File: src/rtl/guard_pkg.sv
package guard_pkg;

    localparam int WORD_W   = 16;
    localparam int BYTE_W   = 8;

    // Control byte bit positions (software-visible layout)
    localparam int POS_HOLD = 7;
    localparam int POS_MODE = 4;
    localparam int POS_CLR  = 3;
    localparam int POS_SRC  = 2;
    localparam int POS_SPAN = 0;
    localparam int SPAN_W   = 2;
    localparam int SPAN_N   = 1 << SPAN_W;

    typedef enum logic [SPAN_W-1:0] {
        SPAN_LONG  = 2'd0,
        SPAN_MID   = 2'd1,
        SPAN_SHORT = 2'd2,
        SPAN_TINY  = 2'd3
    } span_e;

    typedef struct packed {
        logic  hold;
        logic  interval;
        logic  src_b;
        span_e span;
    } guard_cfg_t;

    localparam guard_cfg_t CFG_RESET = '{hold: 1'b0, interval: 1'b0,
                                         src_b: 1'b0, span: SPAN_LONG};

    // Decode the lower byte of a write into stored control bits
    function automatic guard_cfg_t unpack_cfg(input logic [BYTE_W-1:0] b);
        guard_cfg_t c;
        c.hold     = b[POS_HOLD];
        c.interval = b[POS_MODE];
        c.src_b    = b[POS_SRC];
        c.span     = span_e'(b[POS_SPAN +: SPAN_W]);
        return c;
    endfunction

    // Rebuild the readable control byte; reserved and strobe bits read zero
    function automatic logic [BYTE_W-1:0] pack_cfg(input guard_cfg_t c);
        logic [BYTE_W-1:0] b;
        b = '0;
        b[POS_HOLD] = c.hold;
        b[POS_MODE] = c.interval;
        b[POS_SRC]  = c.src_b;
        b[POS_SPAN +: SPAN_W] = c.span;
        return b;
    endfunction

    // Terminal value (limit minus one) for a power-of-two limit
    function automatic logic [WORD_W-1:0] term_value(input int exp2);
        logic [WORD_W:0] wide;
        wide = (WORD_W+1)'(1) << exp2;
        return WORD_W'(wide - 1'b1);
    endfunction

endpackage

File: src/rtl/guard_ctrl.sv
module guard_ctrl
    import guard_pkg::*;
#(
    parameter logic [BYTE_W-1:0] WR_KEY = 8'h5A,
    parameter logic [BYTE_W-1:0] RD_KEY = 8'h69
) (
    input  logic              clk,
    input  logic              rst,
    input  logic              wr_en,
    input  logic [WORD_W-1:0] wr_data,
    output guard_cfg_t        cfg,
    output logic              clr_req,
    output logic              key_fault,
    output logic [WORD_W-1:0] rd_data
);

    logic key_match;
    logic accept;

    assign key_match = (wr_data[WORD_W-1 -: BYTE_W] == WR_KEY);
    assign accept    = wr_en && key_match;
    assign key_fault = wr_en && !key_match;
    assign clr_req   = accept && wr_data[POS_CLR];

    always_ff @(posedge clk) begin
        if (rst) begin
            cfg <= CFG_RESET;
        end else if (accept) begin
            cfg <= unpack_cfg(wr_data[BYTE_W-1:0]);
        end
    end

    assign rd_data = {RD_KEY, pack_cfg(cfg)};

    // A keyless write must not alter stored control bits
    p_bad_key_ignored_r3: assert property (@(posedge clk) disable iff (rst)
        key_fault |=> $stable(cfg));

    // An accepted write lands in the stored control bits
    p_good_key_stored_r2: assert property (@(posedge clk) disable iff (rst)
        (wr_en && !key_fault) |=> (cfg == unpack_cfg($past(wr_data[BYTE_W-1:0]))));

endmodule

File: src/rtl/guard_counter.sv
module guard_counter
    import guard_pkg::*;
#(
    parameter int EXP_LONG  = 15,
    parameter int EXP_MID   = 13,
    parameter int EXP_SHORT = 9,
    parameter int EXP_TINY  = 6
) (
    input  logic              clk,
    input  logic              rst,
    input  logic              tick_a,
    input  logic              tick_b,
    input  guard_cfg_t        cfg,
    input  logic              clr_req,
    output logic              expire
);

    localparam int EXPS [SPAN_N] = '{EXP_LONG, EXP_MID, EXP_SHORT, EXP_TINY};

    logic [WORD_W-1:0] term [SPAN_N];
    logic [WORD_W-1:0] count;
    logic [WORD_W-1:0] term_sel;
    logic              tick_sel;
    logic              step;

    for (genvar g = 0; g < SPAN_N; g++) begin : g_term
        assign term[g] = term_value(EXPS[g]);
    end

    assign term_sel = term[cfg.span];
    assign tick_sel = cfg.src_b ? tick_b : tick_a;
    assign step     = tick_sel && !cfg.hold;
    assign expire   = step && (count >= term_sel);

    always_ff @(posedge clk) begin
        if (rst) begin
            count <= '0;
        end else if (clr_req || expire) begin
            count <= '0;
        end else if (step) begin
            count <= count + 1'b1;
        end
    end

    // Hold freezes the count unless software clears it
    p_hold_freeze_r8: assert property (@(posedge clk) disable iff (rst)
        (cfg.hold && !clr_req) |=> $stable(count));

    // Expiry always restarts the count from zero
    p_expire_wrap_r4: assert property (@(posedge clk) disable iff (rst)
        expire |=> (count == '0));

    // A software clear restarts the count
    p_clear_restart_r7: assert property (@(posedge clk) disable iff (rst)
        clr_req |=> (count == '0));

    // The unselected tick never advances the count
    p_src_select_r9: assert property (@(posedge clk) disable iff (rst)
        (!tick_sel && !clr_req) |=> $stable(count));

endmodule

File: src/rtl/guard_action.sv
module guard_action
    import guard_pkg::*;
(
    input  logic clk,
    input  logic rst,
    input  logic expire,
    input  logic interval,
    input  logic key_fault,
    input  logic irq_clr,
    output logic sys_rst_pulse,
    output logic irq_flag
);

    logic rst_cause;
    logic irq_set;

    assign rst_cause = key_fault || (expire && !interval);
    assign irq_set   = expire && interval;

    always_ff @(posedge clk) begin
        if (rst) begin
            sys_rst_pulse <= 1'b0;
            irq_flag      <= 1'b0;
        end else begin
            sys_rst_pulse <= rst_cause && !sys_rst_pulse;
            if (irq_set) begin
                irq_flag <= 1'b1;
            end else if (irq_clr) begin
                irq_flag <= 1'b0;
            end
        end
    end

    p_pulse_single_r10: assert property (@(posedge clk) disable iff (rst)
        sys_rst_pulse |=> !sys_rst_pulse);

    p_bad_key_pulse_r3: assert property (@(posedge clk) disable iff (rst)
        (key_fault && !sys_rst_pulse) |=> sys_rst_pulse);

    p_irq_sticky_r6: assert property (@(posedge clk) disable iff (rst)
        (irq_flag && !irq_clr) |=> irq_flag);

    p_interval_no_reset_r6: assert property (@(posedge clk) disable iff (rst)
        (expire && interval && !key_fault) |=> (irq_flag && !sys_rst_pulse));

endmodule

File: src/rtl/guard_timer.sv
module guard_timer
    import guard_pkg::*;
#(
    parameter logic [7:0] WR_KEY    = 8'h5A,
    parameter logic [7:0] RD_KEY    = 8'h69,
    parameter int         EXP_LONG  = 15,
    parameter int         EXP_MID   = 13,
    parameter int         EXP_SHORT = 9,
    parameter int         EXP_TINY  = 6
) (
    input  logic        clk,
    input  logic        rst,
    input  logic        wr_en,
    input  logic [15:0] wr_data,
    output logic [15:0] rd_data,
    input  logic        tick_a,
    input  logic        tick_b,
    input  logic        irq_clr,
    output logic        irq_flag,
    output logic        sys_rst_pulse
);

    guard_cfg_t cfg;
    logic       clr_req;
    logic       key_fault;
    logic       expire;

    guard_ctrl #(
        .WR_KEY (WR_KEY),
        .RD_KEY (RD_KEY)
    ) u_ctrl (
        .clk       (clk),
        .rst       (rst),
        .wr_en     (wr_en),
        .wr_data   (wr_data),
        .cfg       (cfg),
        .clr_req   (clr_req),
        .key_fault (key_fault),
        .rd_data   (rd_data)
    );

    guard_counter #(
        .EXP_LONG  (EXP_LONG),
        .EXP_MID   (EXP_MID),
        .EXP_SHORT (EXP_SHORT),
        .EXP_TINY  (EXP_TINY)
    ) u_count (
        .clk     (clk),
        .rst     (rst),
        .tick_a  (tick_a),
        .tick_b  (tick_b),
        .cfg     (cfg),
        .clr_req (clr_req),
        .expire  (expire)
    );

    guard_action u_act (
        .clk           (clk),
        .rst           (rst),
        .expire        (expire),
        .interval      (cfg.interval),
        .key_fault     (key_fault),
        .irq_clr       (irq_clr),
        .sys_rst_pulse (sys_rst_pulse),
        .irq_flag      (irq_flag)
    );

    // Reset state of the externally visible outputs
    p_reset_state_r1: assert property (@(posedge clk)
        $past(rst) |-> (!irq_flag && !sys_rst_pulse));

endmodule

File: config.mk
export PLATFORM = sky130hd
export DESIGN_NAME = guard_timer
export DESIGN_NICKNAME = d
export VERILOG_FILES = /design/src/rtl/guard_pkg.sv /design/src/rtl/guard_ctrl.sv /design/src/rtl/guard_counter.sv /design/src/rtl/guard_action.sv /design/src/rtl/guard_timer.sv
export SDC_FILE = /design/constraint.sdc
export NUM_CORES = 1
export LEC_CHECK = 0
export BUFFER_PORTS_ARGS = -buffer_cell sky130_fd_sc_hd__buf_2
export CAP_MARGIN = 20
export CORE_MARGIN = 4
export CORE_UTILIZATION = 35
export DETAILED_ROUTE_END_ITERATION = 16
export PLACE_DENSITY_LB_ADDON = 0.12
export SLEW_MARGIN = 25
export SYNTH_ARGS = -nofsm -noshare
export SYNTH_HDL_FRONTEND = slang
export SYNTH_SLANG_ARGS = --single-unit
File: constraint.sdc
create_clock -name clk -period 2.3 [get_ports clk]
set_clock_uncertainty 0.05 [all_clocks]
set_input_delay 0.115 -clock clk [delete_from_list [all_inputs] [get_ports clk]]
set_output_delay 0.115 -clock clk [all_outputs]
set_load 0.01 [all_outputs]
# Yosys cells after proc, flatten, opt, wreduce, memory -nomap -nowiden

Cells that the tools add are included.

Register bits after elaboration: 23
Input port bits: 22
Word-level logic and storage cells: 34

Multiplexer cells: 6
Bitwise logic cells: 1
Reduce and logical (&&, ||, !) cells: 16
Add/subtract/negate cells: 1
Equality and inequality tests: 1
$lt $le $gt $ge: 2

Operators with widths:

| cell                                                      | count |
|---|---|
| binary-select mux 16 bit (select 2 bit)                   | 1 |
| two-way mux 16 bit                                        | 2 |
| adder 16 x 1 -> 16 bit (second input constant)            | 1 |
| greater-or-equal comparator 16 bit                        | 1 |
| == test 8 x 7 -> 1 bit (second input constant)            | 1 |
| logical AND 1 bit                                         | 8 |
| logical NOT 1 bit                                         | 4 |
| greater-or-equal comparator 3 bit (second input constant) | 1 |
| two-way mux 1 bit                                         | 3 |
| inverter 2 -> 3 bit                                       | 1 |
| logical OR 1 bit                                          | 2 |
| nonzero test 2 bit                                        | 1 |
| OR reduction 2 bit                                        | 1 |

# Logic depth before layout (Yosys ltp)

Depth in word-level cells: 9
Mapped depth: 8
Gate-level depth less buffers: 7

# Hierarchy

Synthesis repeated with hierarchy kept, for this count alone.

Cells, all modules: 165
Area total of the unflattened synthesis: 1,473.9 um2

By module, submodules not included:

| module        | area each (um2) | times used | cells an instance |
|---|---|---|---|
| guard_counter | 998.5           | 1          | 113 |
| guard_ctrl    | 402.9           | 1          | 44 |
| guard_action  | 72.6            | 1          | 8 |

# Least setup slack after synthesis

No wires, ideal clock.

Path kind: reg-to-reg
From: register u_ctrl.cfg[1] (netlist name)
To: register u_count.count[10]
Cell stages (with the launch flop): 9
Data required time: 2.129 ns
Path slack: 0.076 ns
Clock period less this slack: 2.224 ns
Buffers on the path: 1
Data arrival time: 2.054 ns
Cells stage by stage: dfxtp_1 > or2_2 > ha_1 > nand4b_1 > nor2_1 > nand4_1 > a21oi_1 > buf_2 > nor3_1

Longest elaborated chain between the ends: 8

RTL lines:

| element                                               | line                | text |
|---|---|---|
| inverter 2 -> 3 bit (not written as such)             | guard_counter.sv:30 | `assign term_sel = term[cfg.span];` |
| binary-select mux 16 bit (select 2 bit)               | guard_counter.sv:30 |  |
| two-way mux 16 bit (not written as such) (2 in a row) | guard_counter.sv:30 |  |
| greater-or-equal comparator 16 bit                    | guard_counter.sv:33 | `assign expire = step && (count >= term_sel);` |
| logical AND 1 bit                                     | guard_counter.sv:33 |  |
| logical OR 1 bit                                      | guard_counter.sv:38 | `end else if (clr_req \|\| expire) begin` |
| OR reduction 2 bit (no source line)                   | --                  |  |
| to (signal assigned)                                  | guard_counter.sv:41 | `count <= count + 1'b1;` |
| to (decl)                                             | guard_counter.sv:21 | `logic [WORD_W-1:0] count;` |

Every way passes these cells. The select of a mux whose other input is x is not followed.
A chain may end at the register's enable or synchronous reset.

# Final worst setup path

From: register u_ctrl.cfg[1] (netlist name)
To: register u_act.sys_rst_pulse

Longest elaborated chain between the ends: 9

RTL lines:

| element                                               | line                | text |
|---|---|---|
| inverter 2 -> 3 bit (not written as such)             | guard_counter.sv:30 |  |
| binary-select mux 16 bit (select 2 bit)               | guard_counter.sv:30 |  |
| two-way mux 16 bit (not written as such) (2 in a row) | guard_counter.sv:30 |  |
| greater-or-equal comparator 16 bit                    | guard_counter.sv:33 |  |
| logical AND 1 bit                                     | guard_counter.sv:33 |  |
| logical AND 1 bit                                     | guard_action.sv:17  | `assign rst_cause = key_fault \|\| (expire && !interval);` |
| logical OR 1 bit                                      | guard_action.sv:17  |  |
| logical AND 1 bit                                     | guard_action.sv:25  | `sys_rst_pulse <= rst_cause && !sys_rst_pulse;` |
| to (signal assigned)                                  | guard_action.sv:25  |  |
| to (decl)                                             | guard_action.sv:10  | `output logic sys_rst_pulse,` |

Every way passes these cells. The select of a mux whose other input is x is not followed.

==> run_results.csv <==
group,metric,value,unit
global_route,antenna_found_initial,0,
power,leakage,0.726,nW
synthesis,ys_top_cells_by_area,"dfxtp_1 (33%), ha_1 (9.0%), buf_4 (6.5%)",
synthesis,synth_commonest_cells,"dfxtp_1 (23), nor2_1 (16), nor3_1 (15)",
die,io_pins,40,
timing,hold_viol,0,
routing,vias,1173,
worst_setup_path,crit_path_max_fanout,6,
worst_setup_path,startpoint_type,"register",
clock_tree,cts.reportedPaths.clkPinSlew,80,ps
die,dieWidth,71.0,um
routing,ant_nets,0,
place,hpwl,2390,um
clock_tree,cts_root_buf,"clkbuf_8",
clock_tree,cts_tree,"built",
global_route,grt_usage,12.9,%
worst_setup_path,critical-path-slowest-cell,"dfxtp_1",
timing,rsz0062_at_grt,"no",
power,power.density,448,mW/mm2
synthesis,yosysWarnings,0,
synthesis,synth_top_area_cell,"dfxtp_1",
worst_setup_path,crit_arrival,2230,ps
hold_path,hp-start,"wr_data[1]",
outcome,status,"complete, no violations",
cells_and_area,drive_gt1_share,21.8,%
power,ir_drop,0.345,mV
synthesis,synthCells,160,
synthesis,ys_ff_latch,23,
place,place_area,0.00154,mm2
routing,first_pass_iters,4,
routing,routed_via_density,4.97,
cells_and_area,syn2layout_area_growth,14.2,%
die,dieArea,0.00504,mm2
synthesis,avgSynthCellArea,8.68,um2
worst_setup_path,endpoint_kind,"register",
clock_tree,cts_resized,0,
clock_tree,htreeDepth,1,
timing,slew_violations,0,
timing,period_share,89.7,%
worst_setup_path,rr_startpoint,"u_ctrl.cfg[1]",
worst_setup_path,path_cells,"or2_2, ha_1, nand4b_1, nor2_1, nand4_1, buf_4, a211oi_1, o21a_1",
place,io_buffer_count,26,
global_route,grt_pass1_wl,5310,um
timing,fin_crit,2060,ps
clock_tree,cts_buffer_depth,2,
routing,drtIter0Drc,56,
die,fp.dieH,71.0,um
timing,setup_tns,0,ps
synthesis,synthArstFlopShare,0,%
synthesis,synth_edf_count,0,
synthesis,yosysSeqAreaShare,33.2,%
worst_setup_path,path_buf_inv,1,
cells_and_area,n_antenna_cell,0,
worst_setup_path,crit_family,"simple AND/OR/NAND/NOR gates",
die,core,0.00374,mm2
job,timing.max_cap.violations,0,
worst_setup_path,crit_type,"register to register",
synthesis,synth_top_area_share,33.2,%
place,place_congestion,0.773,
place,dpl_worst_slack,253,ps
synthesis,syn-cell-area,0.00139,mm2
timing,clock.fmax,0.485,GHz
hold_path,hold_class,"input pin to register",
synthesis,synth_ff_type,"dfxtp_1",
die,start_util,37.1,%
routing,drc,0,
die,rows,22,
global_route,grt_pass1_vias,1192,
cells_and_area,fin_area,0.00159,mm2
clock_tree,clk_latency,260,ps
timing,holdWs,30.6,ps
global_route,grt_max_degree,17,
synthesis,post-synth-top-count-cell,"dfxtp_1",
timing,fin_ws,238,ps
clock_tree,numCtsBuffers,3,
clock_tree,hold_buffers,0,
timing,setup_viol,0,
worst_setup_path,required,2460,ps
worst_setup_path,slowest_delay,340,ps
global_route,grt_overflow,0,
cells_and_area,fin_nets,221,
routing,wl_per_cell,12.9,um
routing,wirelength,3060,um
cells_and_area,fillers,409,
worst_setup_path,startpoint,"u_ctrl.cfg[1]",
clock_tree,post_cts_buffers,0,
synthesis,ys_types,37,
clock_tree,cts.sinks,23,
## worst reg2reg max path, delay by kind of cell, from the launching register on
| family | cells | cell delay [ps] |
|---|---|---|
| and+or+nand+nor | 4 | 770 |
| AOI/OAI and AO/OA | 2 | 360 |
| DFF | 1 | 340 |
| adders and majority gates | 1 | 310 |
| buffers and inverters | 1 | 180 |
## sequential cells by signal, summed over array words and instances, names as in the netlist
register and cells:
u_act.irq_flag 1, u_act.sys_rst_pulse 1, u_count.count 16, u_ctrl.cfg 5
## where the power goes
group | leakage [nW] | switching [W] | internal, W
clock | 0.0228 | 0.000128 | 0.000124
combinational | 0.517 | 0.0000317 | 0.0000216
sequential | 0.186 | 0.00000357 | 0.000402
total | 0.726 | 0.000164 | 0.000547
## stage by stage
step	instances	utilization (%)	power, W
global placement	232	41.2	0.000466
finish	236	42.4	0.000711
CTS	236	42.4	0.000721
floorplan	169	-	0.000460
global route	236	42.4	0.000753
detailed placement	232	41.2	0.000468
## logic make-up after synthesis
| kind of cell | after synthesis | synth area share (%) |
|---|---|---|
| flip-flops | 23 | 33.2 |
| AO/OA/AOI/OAI | 19 | 9.28 |
| adder cells (fa/ha/maj) | 10 | 9.01 |
| other | 2 | 0.541 |
| multiplexers | 6 | 4.59 |
| buffers and inverters | 19 | 8.65 |
| XOR/XNOR | 12 | 7.57 |
| AND/OR/NAND/NOR | 69 | 27.2 |
## per-layer routing
metal	up-vias	GRT usage, %	wire length [um]
li1	600	-	-
met1	548	15.9	1430
met2	18	22.3	1480
met3	7	3.41	105
met4	0	3.13	36
met5	-	0	0
## final cells by class
type | count | area [um2] | share of cell area (%)
Tap cell | 48 | 60.1 | 3.79
Inverter | 3 | 11.3 | 0.710
Clock buffer | 4 | 45.0 | 2.84
Sequential cell | 23 | 460 | 29.0
Multi-Input combinational cell | 127 | 842 | 53.1
Timing Repair Buffer | 31 | 168 | 10.6
## layout by cell type, fill, tap and decap left out, drive strengths merged, types with 3 or more instances in the layout
cell / count
nand2: 11
ha: 10
conb: 11
nand3: 5
nor3: 16
nor2: 16
a21oi: 8
mux2i: 6
inv: 3
xnor2: 7
nand4: 6
buf: 31
dfxtp: 23
xor2: 5
clkbuf: 4
## path summary, 6_finish.rpt
path	slack [ps]	depth (start not counted)	to
max reg2reg	240	8	u_act.sys_rst_pulse
min	30	3	u_ctrl.cfg[1]
max	240	8	u_act.sys_rst_pulse
min reg2reg	430	2	u_count.count[1]
No activity file was read; power rests on OpenSTA's default activity.
